--- config.mk ---
export PLATFORM = sky130hd
export DESIGN_NAME = base_time_aligner
export DESIGN_NICKNAME = d
export VERILOG_FILES = /design/src/rtl/bta_pkg.sv /design/src/rtl/bta_rst_sync.sv /design/src/rtl/bta_thresh.sv /design/src/rtl/bta_chunk.sv /design/src/rtl/base_time_aligner.sv
export SDC_FILE = /design/constraint.sdc
export NUM_CORES = 1
export LEC_CHECK = 0
export ABC_AREA = 0
export BUFFER_PORTS_ARGS = -buffer_cell sky130_fd_sc_hd__buf_4
export CAP_MARGIN = 20
export CELL_PAD_IN_SITES_DETAIL_PLACEMENT = 1
export CELL_PAD_IN_SITES_GLOBAL_PLACEMENT = 2
export CORE_UTILIZATION = 38
export DETAILED_ROUTE_END_ITERATION = 10
export PLACE_DENSITY_LB_ADDON = 0.3
export SETUP_SLACK_MARGIN = 0.5
export SLEW_MARGIN = 5
export SYNTH_ARGS = -nofsm -noshare
export SYNTH_HDL_FRONTEND = slang
export SYNTH_HIERARCHICAL = 1
export SYNTH_SLANG_ARGS = --single-unit
--- constraint.sdc ---
create_clock -name clk -period 13.1 [get_ports clk]
set_clock_uncertainty 0.2 [all_clocks]
set_input_delay 0.655 -clock clk [delete_from_list [all_inputs] [get_ports clk]]
set_output_delay 0.655 -clock clk [all_outputs]
set_load 0.02 [all_outputs]
--- src/rtl/bta_pkg.sv ---
package bta_pkg;
  typedef enum logic [1:0] {
    ST_IDLE   = 2'd0,
    ST_SCALE  = 2'd1,
    ST_SEARCH = 2'd2
  } bta_state_e;
endpackage

--- src/rtl/bta_rst_sync.sv ---
module bta_rst_sync #(
  parameter int STAGES = 2
) (
  input  logic clk,
  input  logic rst_n,
  output logic rst_sync_n
);
  logic [STAGES-1:0] sync_q;

  always_ff @(posedge clk or negedge rst_n) begin
    if (!rst_n) sync_q <= '0;
    else        sync_q <= {sync_q[STAGES-2:0], 1'b1};
  end

  assign rst_sync_n = sync_q[STAGES-1];
endmodule

--- src/rtl/bta_thresh.sv ---
module bta_thresh #(
  parameter int TIME_W = 64,
  parameter int CYC_W  = 32
) (
  input  logic [TIME_W-1:0] now_i,
  input  logic [TIME_W-1:0] base_i,
  input  logic [CYC_W-1:0]  cycle_i,
  output logic [TIME_W-1:0] thr_o,
  output logic              reached_o
);
  localparam int PAD_W = TIME_W - CYC_W - 1;

  // threshold = now + 2 * cycle, doubling done as a shift
  assign thr_o     = now_i + {{PAD_W{1'b0}}, cycle_i, 1'b0};
  assign reached_o = (base_i >= thr_o);
endmodule

--- src/rtl/bta_chunk.sv ---
module bta_chunk #(
  parameter int TIME_W = 64,
  parameter int CYC_W  = 32,
  parameter int K_W    = 6
) (
  input  logic [TIME_W-1:0] acc_i,
  input  logic [TIME_W-1:0] thr_i,
  input  logic [CYC_W-1:0]  cycle_i,
  input  logic [K_W-1:0]    k_i,
  output logic [TIME_W-1:0] trial_o,
  output logic              fits_o
);
  logic [TIME_W-1:0] chunk;
  logic [TIME_W-1:0] gap;

  // chunk = cycle * 2^k as a left shift
  assign chunk   = {{(TIME_W-CYC_W){1'b0}}, cycle_i} << k_i;
  assign gap     = thr_i - acc_i;
  // acc + chunk < thr, written without a carry-prone add
  assign fits_o  = (chunk < gap);
  assign trial_o = acc_i + chunk;
endmodule

--- src/rtl/base_time_aligner.sv ---
module base_time_aligner
  import bta_pkg::*;
#(
  parameter int TIME_W = 64,
  parameter int CYC_W  = 32
) (
  input  logic              clk,
  input  logic              rst_n,
  input  logic              start_i,
  input  logic [TIME_W-1:0] now_i,
  input  logic [TIME_W-1:0] base_i,
  input  logic [CYC_W-1:0]  cycle_i,
  output logic              busy_o,
  output logic              done_o,
  output logic              err_o,
  output logic [TIME_W-1:0] base_o
);
  localparam int            K_MAX_I = TIME_W - CYC_W;
  localparam int            K_W     = $clog2(K_MAX_I + 1);
  localparam logic [K_W-1:0] K_MAX  = K_W'(K_MAX_I);

  logic rst_sync_n;

  bta_rst_sync #(.STAGES(2)) u_rst (
    .clk        (clk),
    .rst_n      (rst_n),
    .rst_sync_n (rst_sync_n)
  );

  bta_state_e        st_q, st_d;
  logic [TIME_W-1:0] thr_q, thr_d;
  logic [TIME_W-1:0] acc_q, acc_d;
  logic [TIME_W-1:0] res_q, res_d;
  logic [CYC_W-1:0]  cyc_q, cyc_d;
  logic [K_W-1:0]    k_q, k_d;
  logic              done_q, done_d;
  logic              err_q, err_d;
  logic              adj_q, adj_d;
  logic              load_en, work_en, res_en;

  logic [TIME_W-1:0] thr_in;
  logic              reached_in;
  logic [TIME_W-1:0] trial;
  logic              fits;

  bta_thresh #(.TIME_W(TIME_W), .CYC_W(CYC_W)) u_thr (
    .now_i     (now_i),
    .base_i    (base_i),
    .cycle_i   (cycle_i),
    .thr_o     (thr_in),
    .reached_o (reached_in)
  );

  bta_chunk #(.TIME_W(TIME_W), .CYC_W(CYC_W), .K_W(K_W)) u_chunk (
    .acc_i   (acc_q),
    .thr_i   (thr_q),
    .cycle_i (cyc_q),
    .k_i     (k_q),
    .trial_o (trial),
    .fits_o  (fits)
  );

  // next-state logic
  always_comb begin
    st_d    = st_q;
    thr_d   = thr_q;
    acc_d   = acc_q;
    res_d   = res_q;
    cyc_d   = cyc_q;
    k_d     = k_q;
    err_d   = err_q;
    adj_d   = adj_q;
    done_d  = 1'b0;
    load_en = 1'b0;
    work_en = 1'b0;
    res_en  = 1'b0;
    unique case (st_q)
      ST_IDLE: begin
        if (start_i) begin
          load_en = 1'b1;
          thr_d   = thr_in;
          cyc_d   = cycle_i;
          acc_d   = base_i;
          k_d     = '0;
          err_d   = 1'b0;
          adj_d   = 1'b0;
          if (cycle_i == '0) begin
            err_d  = 1'b1;
            res_en = 1'b1;
            res_d  = base_i;
            done_d = 1'b1;
          end else if (reached_in) begin
            res_en = 1'b1;
            res_d  = base_i;
            done_d = 1'b1;
          end else begin
            st_d = ST_SCALE;
          end
        end
      end
      ST_SCALE: begin
        work_en = 1'b1;
        if (fits && (k_q != K_MAX)) k_d = k_q + 1'b1;
        else                        st_d = ST_SEARCH;
      end
      ST_SEARCH: begin
        work_en = 1'b1;
        if (fits) begin
          acc_d = trial;
        end else if (k_q == '0) begin
          res_en = 1'b1;
          res_d  = acc_q + {{(TIME_W-CYC_W){1'b0}}, cyc_q};
          adj_d  = 1'b1;
          done_d = 1'b1;
          st_d   = ST_IDLE;
        end else begin
          k_d = k_q - 1'b1;
        end
      end
      default: st_d = ST_IDLE;
    endcase
  end

  // registers
  always_ff @(posedge clk or negedge rst_sync_n) begin
    if (!rst_sync_n) begin
      st_q   <= ST_IDLE;
      thr_q  <= '0;
      acc_q  <= '0;
      res_q  <= '0;
      cyc_q  <= '0;
      k_q    <= '0;
      done_q <= 1'b0;
      err_q  <= 1'b0;
      adj_q  <= 1'b0;
    end else begin
      st_q   <= st_d;
      done_q <= done_d;
      if (load_en) begin
        thr_q <= thr_d;
        cyc_q <= cyc_d;
        err_q <= err_d;
      end
      if (load_en || work_en) begin
        acc_q <= acc_d;
        k_q   <= k_d;
      end
      if (res_en) begin
        res_q <= res_d;
        adj_q <= adj_d;
      end
    end
  end

  assign busy_o = (st_q != ST_IDLE);
  assign done_o = done_q;
  assign err_o  = err_q;
  assign base_o = res_q;

  // assertions
  assert_done_pulse_R7: assert property (@(posedge clk) disable iff (!rst_sync_n)
    done_o |=> !done_o);

  assert_busy_done_excl_R7: assert property (@(posedge clk) disable iff (!rst_sync_n)
    !(busy_o && done_o));

  assert_search_below_R4: assert property (@(posedge clk) disable iff (!rst_sync_n)
    busy_o |-> (acc_q < thr_q));

  assert_window_R5: assert property (@(posedge clk) disable iff (!rst_sync_n)
    (done_o && adj_q) |-> ((base_o >= thr_q) &&
      ((base_o - thr_q) < {{(TIME_W-CYC_W){1'b0}}, cyc_q})));

  assert_zero_cycle_R6: assert property (@(posedge clk) disable iff (!rst_sync_n)
    (done_o && err_o) |-> (cyc_q == '0));

  assert_reset_idle_R1: assert property (@(posedge clk)
    !rst_sync_n |-> (!busy_o && !done_o && !err_o));
endmodule

* Yosys cells after proc, flatten, opt, wreduce, memory -nomap -nowiden
Cells that the tools add are included.
** Storage, ports and cells
- Register bits after elaboration :: 236
- Input bits :: 163
- Output and inout port bits :: 67
- Word-level logic and storage cells :: 76
** Cells by class
- Add/subtract/negate cells :: 6
- Order comparisons :: 2
- Equal/unequal tests :: 13
- Shift-type cells :: 1
- Mux-type cells :: 31
- Reduce and logical (&&, ||, !) cells :: 14
** Operators with widths (count)
- 64-bit 2-to-1 mux :: 7
- 64-bit case mux with 2 select lines :: 2
- 64-bit by 32-bit adder with 64-bit output :: 1
- 64-bit by 33-bit adder with 64-bit output :: 1
- 64-bit adder :: 1
- 64-bit >= comparator :: 1
- 64-bit < comparator :: 1
- 32-bit by 6-bit << shifter with 64-bit output :: 1
- 64-bit subtractor :: 1
- 32-bit logical NOT :: 1
- 6-bit 2-to-1 mux :: 4
- 2-bit != test, second input constant :: 9
- 6-bit case mux with 3 select lines :: 1
- 6-bit AND reduction :: 3
- 2-bit 2-to-1 mux :: 6
- 1-bit 2-to-1 mux :: 9
- 6-bit by 1-bit adder with 6-bit output, second input constant :: 1
- 6-bit logical NOT :: 1
- 6-bit != test, second input constant :: 1
- 2-bit case mux with 3 select lines :: 1
- 6-bit by 1-bit subtractor with 6-bit output, second input constant :: 1
- 4-bit AND reduction :: 1
- 2-bit nonzero test :: 2
- 3-bit != test, second input constant :: 1
- other kinds (9) :: 9

* Depth between registers and ports, before layout
Gate-level depths: netlist of run 1.
- Depth in word-level cells :: 7
- Depth in mapped cells :: 29
- Depth with buffers taken out :: 28

* Modules after synthesis
The synthesis of run 1 kept the hierarchy.
** By module, submodules not included
- base_time_aligner :: instances 1, cells each 1272, area each 12487.0 µm², seq. area each 5855.6 µm²
- bta_chunk :: instances 1, cells each 1657, area each 11329.6 µm², seq. area each 0.0 µm²
- bta_thresh :: instances 1, cells each 577, area each 4383.0 µm², seq. area each 0.0 µm²
- bta_rst_sync :: instances 1, cells each 3, area each 53.8 µm², seq. area each 50.0 µm²

* Worst setup path after synthesis of run 1
No wires, ideal clock.
- Path kind :: flip-flop to flip-flop
- From :: register acc_q[1]
- To :: register k_q[0]
- Setup time :: 0.125 ns
- Data arrival time :: 5.599 ns
- Data required time :: 12.775 ns
- Slack :: 7.177 ns
- Stages on the path, launching flop included :: 27
- Buffers on the path :: 0
- Clock period less this slack :: 5.923 ns
- Cell sequence :: dfrtp_1 > inv_1 > fa_1 > a211oi_2 > o211ai_2 > a211oi_4 > a22oi_2 > a2111oi_4 > nor3b_4 > o31ai_2 > a311oi_2 > xnor2_1 > ha_1 > a21o_1 > a21o_1 > a21o_1 > a21o_1 > a21oi_1 > nor2b_1 > o21ai_0 > a31oi_1 > nor3_1 > nand2_1 > nand2_1 > nand3_1 > a21oi_1 > mux2_2
** On the way
- Word-level cells in the longest chain between the ends :: 5
- Elaborated cells on any way between the ends :: 6
- Those cells by class :: 1 x add/sub; 1 x order compare; 2 x eq/ne; 2 x reduce/logical
** Ends and longest elaborated chain
- start, declared :: RTL line base_time_aligner.sv:32 : logic [TIME_W-1:0] acc_q, acc_d;
- start signal, assigned :: RTL line base_time_aligner.sv:129 : acc_q <= '0;
- start signal, assigned :: RTL line base_time_aligner.sv:145 : acc_q <= acc_d;
- 64-bit subtractor (*) :: RTL line bta_chunk.sv:18 : assign gap = thr_i - acc_i;
- 64-bit < comparator (*) :: RTL line bta_chunk.sv:20 : assign fits_o = (chunk < gap);
- via fits :: RTL line base_time_aligner.sv:44 : logic fits;
- 1-bit logical AND :: RTL line base_time_aligner.sv:103 : if (fits && (k_q != K_MAX)) k_d = k_q + 1'b1;
- 2-bit != test (no line)
- 6-bit AND reduction (no line) (*)
- end signal, assigned :: RTL line base_time_aligner.sv:146 : k_q <= k_d;
- end, declared :: RTL line base_time_aligner.sv:35 : logic [K_W-1:0] k_q, k_d;
The timed path passes the listed nets; every way through them passes the cells marked *.
A chain may end at the register's enable or synchronous reset.

* Worst setup path after layout of run 1
- From :: register acc_q[8]
- To :: register res_q[26], in the netlist base_o[26]
** On the way
- Word-level cells in the longest chain between the ends :: 5
- Elaborated cells on any way between the ends :: 10
- Those cells by class :: 2 x add/sub; 1 x order compare; 1 x eq/ne; 5 x mux; 1 x reduce/logical
** Ends and longest elaborated chain
- 64-bit subtractor (*) :: RTL line bta_chunk.sv:18
- 64-bit < comparator (*) :: RTL line bta_chunk.sv:20
- via fits :: RTL line base_time_aligner.sv:44
- 1-bit 2-to-1 mux :: RTL line base_time_aligner.sv:108 : if (fits) begin
- 1-bit case mux with 2 select lines :: RTL line base_time_aligner.sv:77 : unique case (st_q)
- 6-bit AND reduction (no line) (*)
- end signal, assigned :: RTL line base_time_aligner.sv:149 : res_q <= res_d;
- end, declared :: RTL line base_time_aligner.sv:33 : logic [TIME_W-1:0] res_q, res_d;
The timed path passes the listed nets; every way through them passes the cells marked *. The select of a mux whose other input is x is not followed.

==> flow_summary_export.csv, run 1 <==
group,metric,value,unit
yosys,synth-edff-count,0,
place,dp_hpwl,97.18,mm
worst_setup_path,reg2reg_slack,5180,ps
yosys,yosysSeqAreaShare,0.2090,
place,place.gp.congestion,0.9490,
grt,overflow,0,
timing,hold_viol,0,
yosys,synth_nets,4002,
worst_setup_path,timing.rr.end,"base_o[26]",
drt,dr.first_iter.drc_count,2367,
timing,setup_viol,0,
yosys,synthFlopType,"dfrtp_1",
worst_setup_path,crit_buf_inv,2,
worst_setup_path,slowest_delay,830,ps
hold_path,hp-start,"now_i[0]",
die,initial_core_util,0.3859,
hold_path,hold_depth,2,
yosys,syn_inst,3509,
place,port-buffer-count,229,
grt,grt_max_degree,126,
worst_setup_path,required,13400,ps
timing,fin_crit,7919,ps
die,die_area,75450,um2
cells_and_area,num-nets-final,4118,
die,coreArea,73210,um2
drt,via_count,27800,
grt,grt_first_pass_wirelength,173.6,mm
timing,rsz0062_at_grt,"no",
worst_setup_path,crit_family,"compound AO/OA/AOI/OAI gates",
die,die_x,274.7,um
worst_setup_path,r2r.worst_path.cells,27,
worst_setup_path,worst_path_max_delay_cell,"nor3_1",
yosys,syn_area,28250,um2
yosys,synth_cell_types,104,
drt,dr.pass1.iters,9,
status,violations,"DRC",
worst_setup_path,critPathCaptureType,"flip-flop",
yosys,postSynthAreaPerCell,8.052,um2
status,status,"complete, but fails checks",
timing,worst_slew_pin_slew,1115,ps
worst_setup_path,critical_path_class,"reg -> reg",
grt,grt_pass1_vias,27000,
clock_network,cts_buffers,31,
worst_setup_path,worst-path-max-fanout,84,
timing,layout_worst_path_cycle_share,0.6045,
clock_network,clk_pin_slew_worst_paths,70,ps
die,row_count,99,
clock_network,cts_buffer_depth,3,
clock_network,htree_levels,1,
worst_setup_path,worstReg2RegStart,"acc_q[8]",
drt,routedWlPerCell,25.46,um
drt,wirelength,117.4,mm
timing,hold_slack,72.28,ps
clock_network,cts_hold_buffers,1,
timing,max_slew_margin,0.2565,
drt,ant_nets,0,
yosys,ys_warn_count,6,
drt,drc,24,
cells_and_area,drive_above_1_share,0.1401,
worst_setup_path,worst_ep_arrival_time,8220,ps
run,maxCapViolCount,0,
cells_and_area,syn_to_final_growth,12.53,%
timing,tns,0,ps
hold_path,min_path_type,"in -> reg",
clock_network,cts_sinks,236,
timing,slew_viol_final,0,
clock_network,cts_resized,0,
cells_and_area,n_fill_cell,8834,
grt,grtUsageTotal,0.3047,
clock_network,cts_root_buf,"clkbuf_16",
drt,via_per_inst,6.025,
worst_setup_path,critical_path.startpoint_type,"flip-flop",
yosys,ys_ff_latch,236,
yosys,async_flop_share,1.000,
cells_and_area,final_cell_mix,"a21oi_1 (421), ha_1 (324), nand2_1 (280)",
clock_network,clock_latency,620,ps
clock_network,post_cts_buffers,0,
hold_path,hold_end,"thr_q[0]",
clock_network,tritoncts,"built",
die,die_h,274.7,um
grt,antenna_found_initial,5,
die,top_level_ports,230,
cells_and_area,mostFrequentLayoutCell,"a21oi_1",
timing,max_freq,0.1263,GHz
## registers in the layout, indices dropped and copies added (netlist names)
name,cells
acc_q,64
base_o,64
thr_q,64
cyc_q,32
k_q,6
st_q,2
u_rst/sync_q,2
done_o,1
err_o,1
## worst max path at each step
| stage | startpoint | endpoint | slack, ps | cells past startpoint |
|---|---|---|---|---|
| 3_5_place_dp | now_i[1] | base_o[26] | 4800 | 26 |
| 2_1_floorplan | u_rst/sync_q[1] | acc_q[0] | 5840 | 0 |
| 5_1_grt | acc_q[19] | base_o[26] | 4680 | 26 |
| 3_3_place_gp | now_i[1] | base_o[26] | 4900 | 26 |
| 4_1_cts | acc_q[11] | base_o[26] | 5250 | 26 |
| 6_report | acc_q[8] | base_o[26] | 5180 | 27 |
## layer usage
layer,up-vias,track usage,wire length (um)
li1,13050,-,-
met1,13800,0.4815,59840
met2,825,0.4265,46920
met3,118,0.04460,8190
met4,4,0.06462,2462
met5,-,0,23
## metrics by stage
| step | instance area [um2] | cells | utilization | setup slack [ps] |
|---|---|---|---|---|
| after global placement | 30690 | 4549 | 0.4192 | 4900 |
| after floorplan | 28250 | 3509 | - | 5836 |
| after detailed placement | 30690 | 4549 | 0.4192 | 4800 |
| after global routing | 31780 | 4606 | 0.4341 | 4683 |
| final | 31790 | 4613 | 0.4343 | 5181 |
| after CTS | 31750 | 4605 | 0.4337 | 5250 |
## area by class of cell
cell class / count / area [um2] / area share
multi-input combinational: 2929 / 21040 / 0.6616
timing repair buffer: 250 / 1912 / 0.06013
clock buffer: 36 / 814.5 / 0.02562
clock inverter: 19 / 239.0 / 0.007516
inverter: 177 / 664.4 / 0.02090
sequential: 236 / 5912 / 0.1859
tap: 959 / 1200 / 0.03774
antenna: 7 / 17.52 / 0.0005509
## cells in the mapped netlist, drive strengths merged (6+ instances only)
cell,n,area [um2]
mux4,16,360.4
buf,34,180.2
a21oi,423,2125
a2111oi,11,136.4
mux2,123,1385
xor2,104,910.9
a31oi,34,212.7
a311oi,9,85.08
nor2b,62,387.9
ha,325,4066
mux2i,85,850.8
clkbuf,133,500.5
a31o,7,61.31
a22o,9,78.83
o21ai,236,1196
nand2b,16,100.1
o21bai,45,337.8
xnor2,170,1489
nand2,280,1051
or3,12,80.08
dfrtp,236,5906
nand3,57,285.3
o211ai,24,185.2
o22ai,22,137.6
a221oi,6,58.80
and2,35,219.0
a21boi,10,75.07
a211oi,40,347.8
nor3,54,270.3
nor4,16,106.4
o31ai,14,115.1
and4,8,70.07
nor2,245,922.1
a21o,162,1216
inv,176,660.6
o21a,20,150.1
and3,68,445.4
nand4,87,544.3
or2,12,77.58
a41oi,7,61.31
## logic make-up after synthesis
logic type / after synthesis / synth area share
muxes: 224 / 0.09189
DFF: 236 / 0.2090
adders and majority gates: 330 / 0.1475
and+or+nand+nor: 975 / 0.1694
buffers and inverters: 344 / 0.04761
other: 1 / 0.0001327
AOI/OAI and AO/OA: 1125 / 0.2495
xor gates and xnor gates: 274 / 0.08494
Power of run 1 is not shown: default switching activity piles up to over one toggle a cycle in this logic, so the estimate is an artifact.
==> run 2, diff against run 1 <==
CORE_UTILIZATION = 34   (was 38)
clock period = 6.59 ns   (was 13.1 ns; I/O delays follow)
==> flow_summary_export.csv, run 2 (synthesis results as in run 1) <==
group,metric,value,unit
hold_path,min_path_type,"reg -> async",
timing,layout_worst_path_cycle_share,0.9437,
worst_setup_path,worst-path-max-fanout,15,
grt,grt_pass1_vias,29050,
drt,ant_nets,0,
timing,slew_viol_final,0,
cells_and_area,mostFrequentLayoutCell,"buf_4",
timing,fin_crit,6219,ps
drt,via_per_inst,5.871,
timing,hold_viol,0,
worst_setup_path,worst_path_max_delay_cell,"dfrtp_2",
clock_network,htree_levels,1,
worst_setup_path,critical_path_class,"reg -> reg",
cells_and_area,n_fill_cell,9845,
grt,grt_max_degree,77,
die,row_count,105,
worst_setup_path,critPathCaptureType,"flip-flop",
die,die_h,290.3,um
status,status,"completed",
die,initial_core_util,0.3441,
worst_setup_path,critical_path.startpoint_type,"flip-flop",
worst_setup_path,timing.rr.end,"acc_q[44]",
drt,wirelength,128.7,mm
clock_network,cts_buffers,31,
cells_and_area,syn_to_final_growth,25.08,%
clock_network,cts_sinks,236,
grt,overflow,0,
timing,setup_viol,0,
clock_network,cts_root_buf,"clkbuf_16",
grt,grtUsageTotal,0.2923,
clock_network,cts_buffer_depth,3,
cells_and_area,final_area,35340,um2
die,die_x,290.3,um
drt,dr.pass1.iters,6,
worst_setup_path,slowest_delay,470,ps
drt,routedWlPerCell,25.67,um
cells_and_area,drive_above_1_share,0.2041,
timing,rsz0062_at_grt,"yes",
worst_setup_path,reg2reg_slack,370,ps
timing,max_slew_margin,0.3395,
cells_and_area,num-nets-final,4405,
clock_network,tritoncts,"built",
timing,hold_slack,7.088,ps
place,port-buffer-count,229,
worst_setup_path,worstReg2RegStart,"acc_q[17]",
place,dp_cells,4814,
run,maxCapViolCount,0,
timing,max_freq,0.1608,GHz
cells_and_area,instances_no_fill,5011,
place,dp_hpwl,104.3,mm
grt,antenna_found_initial,12,
timing,worst_slew_pin_slew,990.7,ps
drt,drc,0,
cells_and_area,final_cell_mix,"buf_4 (403), a21oi_1 (400), ha_1 (319)",
worst_setup_path,r2r.worst_path.cells,27,
grt,grt_first_pass_wirelength,188.1,mm
worst_setup_path,required,6870,ps
clock_network,clock_latency,630,ps
place,placed_cell_area,32060,um2
place,place.gp.congestion,0.9682,
die,die_area,84250,um2
cells_and_area,utilization,0.4304,
drt,via_count,29420,
die,coreArea,82110,um2
clock_network,clk_pin_slew_worst_paths,80,ps
die,top_level_ports,230,
drt,dr.first_iter.drc_count,2369,
worst_setup_path,worst_ep_arrival_time,6500,ps
==> run 2: what timing repair did <==
item	CTS	global route
resized for setup	42	129
pin swaps	32	40
hold endpoints to repair	131	0
setup buffers	10	12
hold buffers	97	0
endpoints found under the setup margin	136	135
cloned	1	13
==> run 2: metal layers <==
layer | share of wire | track usage
met5 | 0 | 0
met4 | 0.031 | 0.08095
met3 | 0.062 | 0.03113
met2 | 0.40 | 0.4155
met1 | 0.51 | 0.4565
==> run 2: worst max path at each step <==
stage / depth (start not counted) / from / to / slack [ps]
floorplan: 26 / acc_q[1] / k_q[0] / 670
global placement: 25 / now_i[1] / base_o[37] / 150
detailed placement: 25 / now_i[1] / base_o[63] / -40
CTS: 28 / thr_q[0] / base_o[37] / 470
global route: 29 / acc_q[15] / base_o[37] / 140
finish: 27 / acc_q[17] / acc_q[44] / 370
==> run 2: metrics by stage <==
| step | setup slack [ps] | setup TNS (ps) |
|---|---|---|
| after floorplan | 666.7 | 0 |
| after global placement | 150.0 | 0 |
| after detailed placement | -41.67 | -279.4 |
| after CTS | 468.3 | 0 |
| after global routing | 141.4 | 0 |
| final | 371.0 | 0 |
==> run 2: area by class of cell <==
class / count / area (um2) / share of cell area
multi-input cells: 2929 / 21540 / 0.6095
flip-flops and latches: 236 / 5922 / 0.1676
repair buffers: 537 / 4730 / 0.1338
well taps: 1070 / 1339 / 0.03788
clock buffers: 37 / 818.3 / 0.02315
inverters: 177 / 664.4 / 0.01880
clock inverters: 19 / 311.5 / 0.008816
diodes: 6 / 15.01 / 0.0004249
==> run 2: worst max-delay path: cells and delay by family (launching register included) <==
family	cells	cell delay (ps)
compound gates	9	2300
xor+xnor	1	130
fa+ha+maj	2	660
buf+inv	6	910
flops	1	470
simple gates	9	1400
Power of run 2 is left out for the same reason.
